`src/rtl/cmdreg_pkg.sv`:
```
package cmdreg_pkg;

  localparam int SEL_W      = 3;
  localparam int NUM_SEL    = 2 ** SEL_W;
  localparam int NUM_PTR    = 4;
  localparam int NUM_BUF    = 2;
  localparam int LO_BYTE_W  = 8;

  typedef enum logic [SEL_W-1:0] {
    SEL_B1_START = 3'd0,
    SEL_B1_END   = 3'd1,
    SEL_B2_START = 3'd2,
    SEL_B2_END   = 3'd3,
    SEL_FLOW     = 3'd4,
    SEL_FLAG     = 3'd5,
    SEL_RSV6     = 3'd6,
    SEL_RSV7     = 3'd7
  } cmd_sel_e;

  // Only the buffer 1 end pointer comes out of reset as all ones.
  function automatic bit ptr_rst_ones(int idx);
    return idx == int'(SEL_B1_END);
  endfunction

endpackage

```
`src/rtl/cmdreg_rst_sync.sv`:
```
module cmdreg_rst_sync (
  input  logic clk,
  input  logic rst_n,
  output logic rst_s_n
);
  logic stage_q;

  always_ff @(posedge clk or negedge rst_n) begin
    if (!rst_n) begin
      stage_q <= 1'b0;
      rst_s_n <= 1'b0;
    end else begin
      stage_q <= 1'b1;
      rst_s_n <= stage_q;
    end
  end
endmodule

```
`src/rtl/cmdreg_decode.sv`:
```
module cmdreg_decode
  import cmdreg_pkg::*;
#(
  parameter int HADDR_W = 12
) (
  input  logic               cmd_n,
  input  logic               chip_en,
  input  logic               rd_wr_n,
  input  logic [HADDR_W-1:0] haddr,
  output logic               acc_rd,
  output logic               acc_wr,
  output cmd_sel_e           sel,
  output logic [NUM_SEL-1:0] wr_sel
);
  logic bank_sel;
  logic unused_haddr_hi;

  assign unused_haddr_hi = ^haddr[HADDR_W-1:SEL_W];

  always_comb begin
    bank_sel = !cmd_n && chip_en;
    acc_rd   = bank_sel && rd_wr_n;
    acc_wr   = bank_sel && !rd_wr_n;
    sel      = cmd_sel_e'(haddr[SEL_W-1:0]);
  end

  for (genvar i = 0; i < NUM_SEL; i++) begin : g_wsel
    assign wr_sel[i] = acc_wr && (haddr[SEL_W-1:0] == SEL_W'(i));
  end
endmodule

```
`src/rtl/cmdreg_addr_reg.sv`:
```
module cmdreg_addr_reg #(
  parameter int            AW      = 12,
  parameter logic [AW-1:0] RST_VAL = '0
) (
  input  logic          clk,
  input  logic          rst_n,
  input  logic          wr_en,
  input  logic [1:0]    byte_en,
  input  logic [AW-1:0] wdata,
  output logic [AW-1:0] q
);
  localparam int LO_W = 8;
  localparam int HI_W = AW - LO_W;

  logic [AW-1:0] q_nxt;

  always_comb begin
    q_nxt = q;
    if (byte_en[0]) q_nxt[LO_W-1:0]          = wdata[LO_W-1:0];
    if (byte_en[1]) q_nxt[LO_W+HI_W-1:LO_W]  = wdata[LO_W+HI_W-1:LO_W];
  end

  always_ff @(posedge clk or negedge rst_n) begin
    if (!rst_n)     q <= RST_VAL;
    else if (wr_en) q <= q_nxt;
  end
endmodule

```
`src/rtl/cmdreg_flow_flags.sv`:
```
module cmdreg_flow_flags #(
  parameter int NBUF = 2
) (
  input  logic            clk,
  input  logic            rst_n,
  input  logic            flow_wr,
  input  logic            clr_wr,
  input  logic            lo_en,
  input  logic [NBUF-1:0] wbits,
  input  logic [NBUF-1:0] eob_hit,
  output logic [NBUF-1:0] stop_mode,
  output logic [NBUF-1:0] flag_n,
  output logic [NBUF-1:0] flag_clr
);
  logic [NBUF-1:0] stop_nxt;
  logic [NBUF-1:0] flag_nxt;
  logic [NBUF-1:0] clr_req;
  logic            flow_en;

  always_comb begin
    flow_en = flow_wr && lo_en;
    for (int b = 0; b < NBUF; b++) begin
      stop_nxt[b] = flow_en ? wbits[b] : stop_mode[b];
      clr_req[b]  = clr_wr && lo_en && wbits[b];
      // A hit in the same cycle as a clear wins: the event is not lost.
      if (eob_hit[b])      flag_nxt[b] = 1'b0;
      else if (clr_req[b]) flag_nxt[b] = 1'b1;
      else                 flag_nxt[b] = flag_n[b];
    end
  end

  always_ff @(posedge clk or negedge rst_n) begin
    if (!rst_n) begin
      stop_mode <= '0;
      flag_n    <= '1;
      flag_clr  <= '0;
    end else begin
      if (flow_en) stop_mode <= stop_nxt;
      flag_n   <= flag_nxt;
      flag_clr <= clr_req;
    end
  end
endmodule

```
`src/rtl/cmdreg_bank.sv`:
```
module cmdreg_bank
  import cmdreg_pkg::*;
#(
  parameter int AW      = 12,
  parameter int BUS_W   = 16,
  parameter int HADDR_W = 12
) (
  input  logic               clk,
  input  logic               rst_n,
  input  logic               cmd_n,
  input  logic               chip_en,
  input  logic               rd_wr_n,
  input  logic [HADDR_W-1:0] haddr,
  input  logic [1:0]         byte_en,
  input  logic [BUS_W-1:0]   wdata,
  output logic [BUS_W-1:0]   rdata,
  input  logic [NUM_BUF-1:0] eob_hit,
  output logic [AW-1:0]      buf1_start,
  output logic [AW-1:0]      buf1_end,
  output logic [AW-1:0]      buf2_start,
  output logic [AW-1:0]      buf2_end,
  output logic [NUM_BUF-1:0] stop_mode,
  output logic [NUM_BUF-1:0] flag_n,
  output logic [NUM_BUF-1:0] flag_clr
);
  logic               rst_s_n;
  logic               acc_rd;
  logic               acc_wr;
  cmd_sel_e           sel;
  logic [NUM_SEL-1:0] wr_sel;
  logic [AW-1:0]      ptr_q [NUM_PTR];
  logic [BUS_W-1:0]   rdata_c;
  logic               unused_bits;

  assign unused_bits = ^{wr_sel[NUM_SEL-1:NUM_PTR+2], wdata[BUS_W-1:AW], acc_wr};

  cmdreg_rst_sync u_rst (
    .clk     (clk),
    .rst_n   (rst_n),
    .rst_s_n (rst_s_n)
  );

  cmdreg_decode #(.HADDR_W(HADDR_W)) u_dec (
    .cmd_n   (cmd_n),
    .chip_en (chip_en),
    .rd_wr_n (rd_wr_n),
    .haddr   (haddr),
    .acc_rd  (acc_rd),
    .acc_wr  (acc_wr),
    .sel     (sel),
    .wr_sel  (wr_sel)
  );

  for (genvar i = 0; i < NUM_PTR; i++) begin : g_ptr
    localparam logic [AW-1:0] RV = ptr_rst_ones(i) ? {AW{1'b1}} : '0;
    cmdreg_addr_reg #(.AW(AW), .RST_VAL(RV)) u_reg (
      .clk     (clk),
      .rst_n   (rst_s_n),
      .wr_en   (wr_sel[i]),
      .byte_en (byte_en),
      .wdata   (wdata[AW-1:0]),
      .q       (ptr_q[i])
    );
  end

  cmdreg_flow_flags #(.NBUF(NUM_BUF)) u_ff (
    .clk       (clk),
    .rst_n     (rst_s_n),
    .flow_wr   (wr_sel[int'(SEL_FLOW)]),
    .clr_wr    (wr_sel[int'(SEL_FLAG)]),
    .lo_en     (byte_en[0]),
    .wbits     (wdata[NUM_BUF-1:0]),
    .eob_hit   (eob_hit),
    .stop_mode (stop_mode),
    .flag_n    (flag_n),
    .flag_clr  (flag_clr)
  );

  always_comb begin
    rdata_c = '0;
    if (acc_rd) begin
      unique case (sel)
        SEL_B1_START: rdata_c[AW-1:0]      = ptr_q[0];
        SEL_B1_END:   rdata_c[AW-1:0]      = ptr_q[1];
        SEL_B2_START: rdata_c[AW-1:0]      = ptr_q[2];
        SEL_B2_END:   rdata_c[AW-1:0]      = ptr_q[3];
        SEL_FLOW:     rdata_c[NUM_BUF-1:0] = stop_mode;
        SEL_FLAG:     rdata_c[NUM_BUF-1:0] = flag_n;
        default:      rdata_c              = '0;
      endcase
    end
  end

  assign rdata      = rdata_c;
  assign buf1_start = ptr_q[0];
  assign buf1_end   = ptr_q[1];
  assign buf2_start = ptr_q[2];
  assign buf2_end   = ptr_q[3];
endmodule

```
`config.mk`:
```
export PLATFORM = sky130hd
export DESIGN_NAME = cmdreg_bank
export DESIGN_NICKNAME = d
export VERILOG_FILES = /design/src/rtl/cmdreg_pkg.sv /design/src/rtl/cmdreg_rst_sync.sv /design/src/rtl/cmdreg_decode.sv /design/src/rtl/cmdreg_addr_reg.sv /design/src/rtl/cmdreg_flow_flags.sv /design/src/rtl/cmdreg_bank.sv
export SDC_FILE = /design/constraint.sdc
export NUM_CORES = 1
export LEC_CHECK = 0
export BUFFER_PORTS_ARGS = -buffer_cell sky130_fd_sc_hd__buf_2
export CAP_MARGIN = 20
export CELL_PAD_IN_SITES_DETAIL_PLACEMENT = 1
export CELL_PAD_IN_SITES_GLOBAL_PLACEMENT = 1
export CORE_MARGIN = 5
export CORE_UTILIZATION = 41
export DETAILED_ROUTE_END_ITERATION = 10
export PLACE_DENSITY = 0.82
export SETUP_SLACK_MARGIN = 0.4
export SYNTH_ARGS = -nofsm -noshare
export SYNTH_HDL_FRONTEND = slang
export SYNTH_HIERARCHICAL = 1
export SYNTH_SLANG_ARGS = --single-unit
export TNS_END_PERCENT = 1
```
`constraint.sdc`:
```
create_clock -name clk -period 2.55 [get_ports clk]
set_input_delay 0.3825 -clock clk [delete_from_list [all_inputs] [get_ports clk]]
set_output_delay 0.3825 -clock clk [all_outputs]
set_load 0.02 [all_outputs]
```
==> flow_summary_export.csv, run 1 <==
group,metric,value,unit
placed_design,gp_congestion,0.822,
sta,tns,0,ns
detailed_routing,met2_length,3.82,mm
cts,clock_latency,0.30,ns
global_routing,antenna_found_initial,0,
sta,min_period,2.00,ns
cts,cts.sink_count,56,
worst_setup_path,r2r_cells,1,
sta,fin_crit_sh,0.784,
worst_setup_path,critPathArrivalTime,1.62,ns
placed_design,dp_cells,362,
run_status,status,"finished, final reports clean",
die,die-height,91.2,um
sta,fmax,0.500,GHz
worst_setup_path,worstSetupStartpoint,"u_ff/flag_n[0]$_DFFE_PN1P_",
finish,final_area,3300,sq um
placed_design,dpl_cell_area,3200,sq um
finish,seqCellArea,1420,sq um
detailed_routing,detail_route.first_pass.iterations,4,
synthesis,syn_area_per_cell,13.5,sq um
pwr,leakagePower,1.72,nW
pwr,ir_drop,0.308,mV
finish,fin_util,0.516,
global_routing,grt_overflow,0,
synthesis,syn_area,2700,sq um
detailed_routing,antenna_left,0,
detailed_routing,dr_total_vias,1940,
finish,synthToLayoutAreaGrowth,22.0,%
worst_setup_path,path_class,"reg -> out",
global_routing,grt_max_degree,31,
detailed_routing,wl_per_cell,19.8,um
worst_setup_path,worstPathMaxFanout,3,
finish,instances_no_fill,371,
cts,cts_setup_buffers,0,
worst_setup_path,crit_chain,"mux2i_1, nor3b_1, a31oi_1, a21boi_1, buf_2",
worst_setup_path,r2r_end,"g_ptr[1].u_reg/q[5]$_DFFE_PN1P_",
sta,holdWs,0.184,ns
global_routing,grt_pass1_wl,11.9,mm
pwr,power.density,637,nW/um^2
worst_setup_path,endpoint,"rdata[0]",
pwr,fin_total_pwr,2.10,mW
detailed_routing,wirelength,7.33,mm
detailed_routing,vias_per_cell,5.23,
sta,slew_headroom,0.565,
sta,fin_skew,0.00888,ns
placed_design,place_hpwl,5.44,mm
synthesis,synth_warnings,6,
die,pin_count,107,
worst_setup_path,end_kind,"primary output",
sta,worst_pin_slew,0.652,ns
cts,cts_buffers,5,
sta,slew_violations,0,
finish,drive_above_1_share,0.599,
worst_setup_path,worst_path_max_delay_cell,"dfstp_2",
worst_setup_path,ff2ff_setup_slack,1.42,ns
die,design.core.area,6390,sq um
die,dieArea,8320,sq um
finish,antenna-diode-count,0,
detailed_routing,drc,0,
worst_setup_path,cp-start-kind,"flop",
sta,grt_setup_unrepaired,"no",
cts,root_buffer,"clkbuf_8",
die,fp.dieW,91.2,um
cts,clock_path_buffers,2,
synthesis,syn_inst,201,
detailed_routing,wl_met1,3.00,mm
sta,finalWorstSetupSlack,0.550,ns
placed_design,port_buffers,89,
finish,multi_input_area,1200,sq um
sta,setup_viol,0,
die,num_rows,29,
placed_design,dp_slack,0.398,ns
worst_hold_path,min_path_type,"in -> reg",
worst_setup_path,required,2.17,ns
finish,nFillCells,691,
global_routing,grt_pass1_vias,2224,
detailed_routing,highest_layer,"met4",
finish,final_nets,330,
detailed_routing,wl_met3,389,um
worst_hold_path,holdPathStages,2,
worst_setup_path,r2r-start,"u_rst/rst_s_n$_DFF_PN0_",
job,maxCapViolCount,0,
global_routing,grt_use_total,0.180,
worst_setup_path,worst_path_largest_cell_delay,0.55,ns
cts,cts_tree,"yes",
detailed_routing,dr.first_iter.drc_count,60,
cts,htree_levels,2,
die,floorplan.initialDensity,0.423,
cts,clkSlewWorstSetupHoldPaths,0.10,ns
sta,hold_violations,0,
==> cells in the final DEF, fill, tap and decap left out, types with 2 or more instances in the layout <==
cell type   n
a31oi_1     3
and2_1     10
and3_2      2
buf_2      88
buf_4       5
clkbuf_8    5
conb_1      5
dfrtp_1    41
dfstp_2    14
mux2_1      2
mux2_2     49
mux2i_1    20
mux4_2      2
nand2_1     5
nand2_2     5
nand2b_1    2
nand3b_1    3
nor2_1      4
nor2b_1     2
nor4_1      2
o22ai_1     9
or3b_1      2
==> report_power, final <==
group / internal (mW) / leakage (nW) / switching, mW
registers: 1.01 / 0.701 / 0.0887
clock network: 0.196 / 0.0445 / 0.296
logic: 0.211 / 0.974 / 0.295
==> worst min path at each step <==
stage | to | slack [ns] | from
after floorplan | u_rst/rst_s_n$_DFF_PN0_ | 0.09 | rst_n
after global routing | u_ff/flag_n[1]$_DFFE_PN1P_ | 0.17 | eob_hit[1]
final | u_ff/flag_n[1]$_DFFE_PN1P_ | 0.18 | eob_hit[1]
after global placement | u_rst/stage_q$_DFF_PN0_ | 0.17 | rst_n
after detailed placement | u_rst/stage_q$_DFF_PN0_ | 0.17 | rst_n
after CTS | u_ff/flag_n[1]$_DFFE_PN1P_ | 0.18 | eob_hit[1]
==> area by class of cell <==
| cell class | instances | area share |
|---|---|---|
| flip-flops and latches | 56 | 0.431 |
| multi-input cells | 136 | 0.365 |
| repair buffers | 94 | 0.148 |
| well taps | 77 | 0.0292 |
| clock buffers | 5 | 0.0209 |
| clock inverters | 3 | 0.00645 |
==> worst max-delay path: cells and delay by family (launching register included) <==
family	cells	cell delay (ns)
and+or+nand+nor	1	0.20
muxes	1	0.07
DFF	1	0.55
AOI/OAI and AO/OA	2	0.30
buffers and inverters	1	0.20
==> flip-flops by register name, indices dropped and copies added (netlist names) <==
register / count
u_rst/stage_q: 1
u_ff/flag_n: 2
u_rst/rst_s_n: 1
u_ff/stop_mode: 2
g_ptr.u_reg/q: 48
u_ff/flag_clr: 2
==> per-layer routing <==
layer,GRT usage,vias to the layer above
li1,-,902
met1,0.217,977
met2,0.316,52
met3,0.0430,9
met4,0.0575,0
met5,0,-
==> repair_timing <==
item	4_1_cts	5_1_grt
resized for setup	1	1
endpoints found under the setup margin	1	1
hold buffers	1	0
endpoints found under the hold margin	2	0
Power figures use the tool's default switching activity.
==> run 2: changes to the inputs <==
--- a/config.mk
+++ b/config.mk
@@ -10,9 +10,9 @@
 export CELL_PAD_IN_SITES_DETAIL_PLACEMENT = 1
 export CELL_PAD_IN_SITES_GLOBAL_PLACEMENT = 1
 export CORE_MARGIN = 5
-export CORE_UTILIZATION = 41
+export CORE_UTILIZATION = 38
 export DETAILED_ROUTE_END_ITERATION = 10
-export PLACE_DENSITY = 0.82
+export PLACE_DENSITY = 0.76
 export SETUP_SLACK_MARGIN = 0.4
 export SYNTH_ARGS = -nofsm -noshare
 export SYNTH_HDL_FRONTEND = slang
==> constraint.sdc (replaced) <==
create_clock -name clk -period 2.1 [get_ports clk]
set_input_delay 0.315 -clock clk [delete_from_list [all_inputs] [get_ports clk]]
set_output_delay 0.315 -clock clk [all_outputs]
set_load 0.02 [all_outputs]
==> run 2 against run 1 <==
Non-clock buffer count grew 2. Final cell count grew 5.7%. Sequential power grew 21%. Combinational power grew 23%. Clock skew shrank 0.0015 ns. Die area grew 7.0%. Critical path depth shrank 1. Utilization shrank 2.8 points. Clock power grew 16%. Register-to-register slack lost 0.14 ns. Wire length shrank 2.9%. Critical path type unchanged.
==> flow_summary_export.csv, run 2 (synthesis gave the netlist of run 1 again) <==
group,metric,value,unit
worst_setup_path,path_class,"reg -> out",
placed_design,port_buffers,89,
cts,cts_buffers,5,
worst_setup_path,end_kind,"primary output",
finish,nFillCells,766,
finish,mostFrequentLayoutCells,"buf_2, mux2_2, dfrtp_1",
worst_setup_path,cp-start-kind,"flop",
finish,final_area,3350,sq um
finish,top_register,"g_ptr.u_reg/q",
die,num_rows,30,
worst_setup_path,crit_family,"multiplexers",
cts,cts_tree,"yes",
job,maxCapViolCount,0,
detailed_routing,vias_per_cell,4.94,
die,dieArea,8900,sq um
detailed_routing,drc,0,
global_routing,grt_pass1_vias,2163,
die,fp.dieW,94.4,um
sta,grt_setup_unrepaired,"yes",
cts,cts_setup_buffers,0,
placed_design,dpl_cell_area,3250,sq um
finish,antenna-diode-count,0,
sta,setup_viol,0,
detailed_routing,wl_per_cell,18.2,um
pwr,power.density,753,nW/um^2
worst_setup_path,worstPathMaxFanout,3,
global_routing,grt_pass1_wl,11.4,mm
finish,final_nets,332,
placed_design,place_hpwl,5.27,mm
run_status,status,"finished, final reports clean",
worst_setup_path,critPathArrivalTime,1.53,ns
sta,fin_skew,0.00741,ns
cts,clock_path_buffers,2,
die,floorplan.initialDensity,0.394,
cts,clkSlewWorstSetupHoldPaths,0.10,ns
detailed_routing,antenna_left,0,
worst_setup_path,worst_path_largest_cell_delay,0.48,ns
pwr,ir_drop,0.340,mV
worst_setup_path,required,1.78,ns
die,pin_count,107,
finish,layout_commonest_cell,"buf_2",
sta,fmax,0.542,GHz
detailed_routing,detail_route.first_pass.iterations,4,
global_routing,grt_max_degree,43,
worst_setup_path,crit_chain,"mux4_2, nand3b_1, o21ai_1, buf_2",
cts,cts.sink_count,56,
placed_design,dp_slack,0.0894,ns
global_routing,grt_overflow,0,
finish,drive_above_1_share,0.598,
sta,finalWorstSetupSlack,0.257,ns
finish,fin_util,0.488,
cts,clock_latency,0.30,ns
sta,min_period,1.84,ns
die,die-height,94.4,um
placed_design,gp_congestion,0.777,
sta,tns,0,ns
detailed_routing,wirelength,7.12,mm
detailed_routing,dr.first_iter.drc_count,62,
sta,fin_crit_sh,0.878,
sta,hold_violations,0,
global_routing,grt_use_total,0.165,
worst_hold_path,min_path_type,"in -> reg",
finish,synthToLayoutAreaGrowth,24.0,%
cts,htree_levels,2,
global_routing,antenna_found_initial,0,
detailed_routing,dr_total_vias,1935,
worst_setup_path,crit_buf_inv,1,
sta,slew_violations,0,
cts,root_buffer,"clkbuf_8",
die,design.core.area,6870,sq um
pwr,leakagePower,1.73,nW
worst_setup_path,worst_path_max_delay_cell,"mux4_2",
finish,largest_register_ffs,48,
-- run 2: per-stage QoR --
step                      cells  total power, mW  hold slack, ns
after floorplan             204             1.74          0.0194
after global placement      383             1.96           0.102
after detailed placement    383             1.98           0.102
after CTS                   392             2.56           0.107
after global routing        392             2.67           0.100
final                       392             2.52           0.117
-- run 2: path summary, 6_finish.rpt --
path	cells past startpoint	to	start	slack, ns
setup / recovery	4	rdata[1]	u_ff/stop_mode[1]$_DFFE_PN0P_	0.26
hold / removal	2	u_ff/flag_n[1]$_DFFE_PN1P_	eob_hit[1]	0.12
setup reg to reg	1	u_ff/stop_mode[1]$_DFFE_PN0P_	u_ff/stop_mode[1]$_DFFE_PN0P_	1.28
hold reg to reg	0	g_ptr[2].u_reg/q[11]$_DFFE_PN0P_	u_rst/rst_s_n$_DFF_PN0_	0.15
max in group asynchronous	1	g_ptr[1].u_reg/q[9]$_DFFE_PN1P_	u_rst/rst_s_n$_DFF_PN0_	1.38
min in group asynchronous	0	g_ptr[2].u_reg/q[11]$_DFFE_PN0P_	u_rst/rst_s_n$_DFF_PN0_	0.15
-- run 2: cell type report --
class	instances	area [sq um]	share of cell area
clock buffers	7	76.3	0.0228
multi-input cells	136	1210	0.361
flip-flops and latches	56	1420	0.424
well taps	96	120	0.0358
repair buffers	96	518	0.155
clock inverters	1	8.76	0.00261
-- run 2: routing by layer --
metal	vias up	part of all wire	global-route usage
li1	903	-	-
met1	980	0.42	0.212
met2	48	0.53	0.290
met3	4	0.043	0.0311
met4	0	0.0084	0.0361
met5	-	0	0
-- run 2: where the power goes --
group / internal (mW) / switching (mW)
registers: 1.23 / 0.100
logic: 0.261 / 0.360
clock network: 0.239 / 0.332
-- run 2: timing repair --
action	4_1_cts	5_1_grt
resized for setup	1	2
pin swaps	1	0
hold buffers	1	0
endpoints found under the hold margin	2	0
setup endpoints to repair	12	24
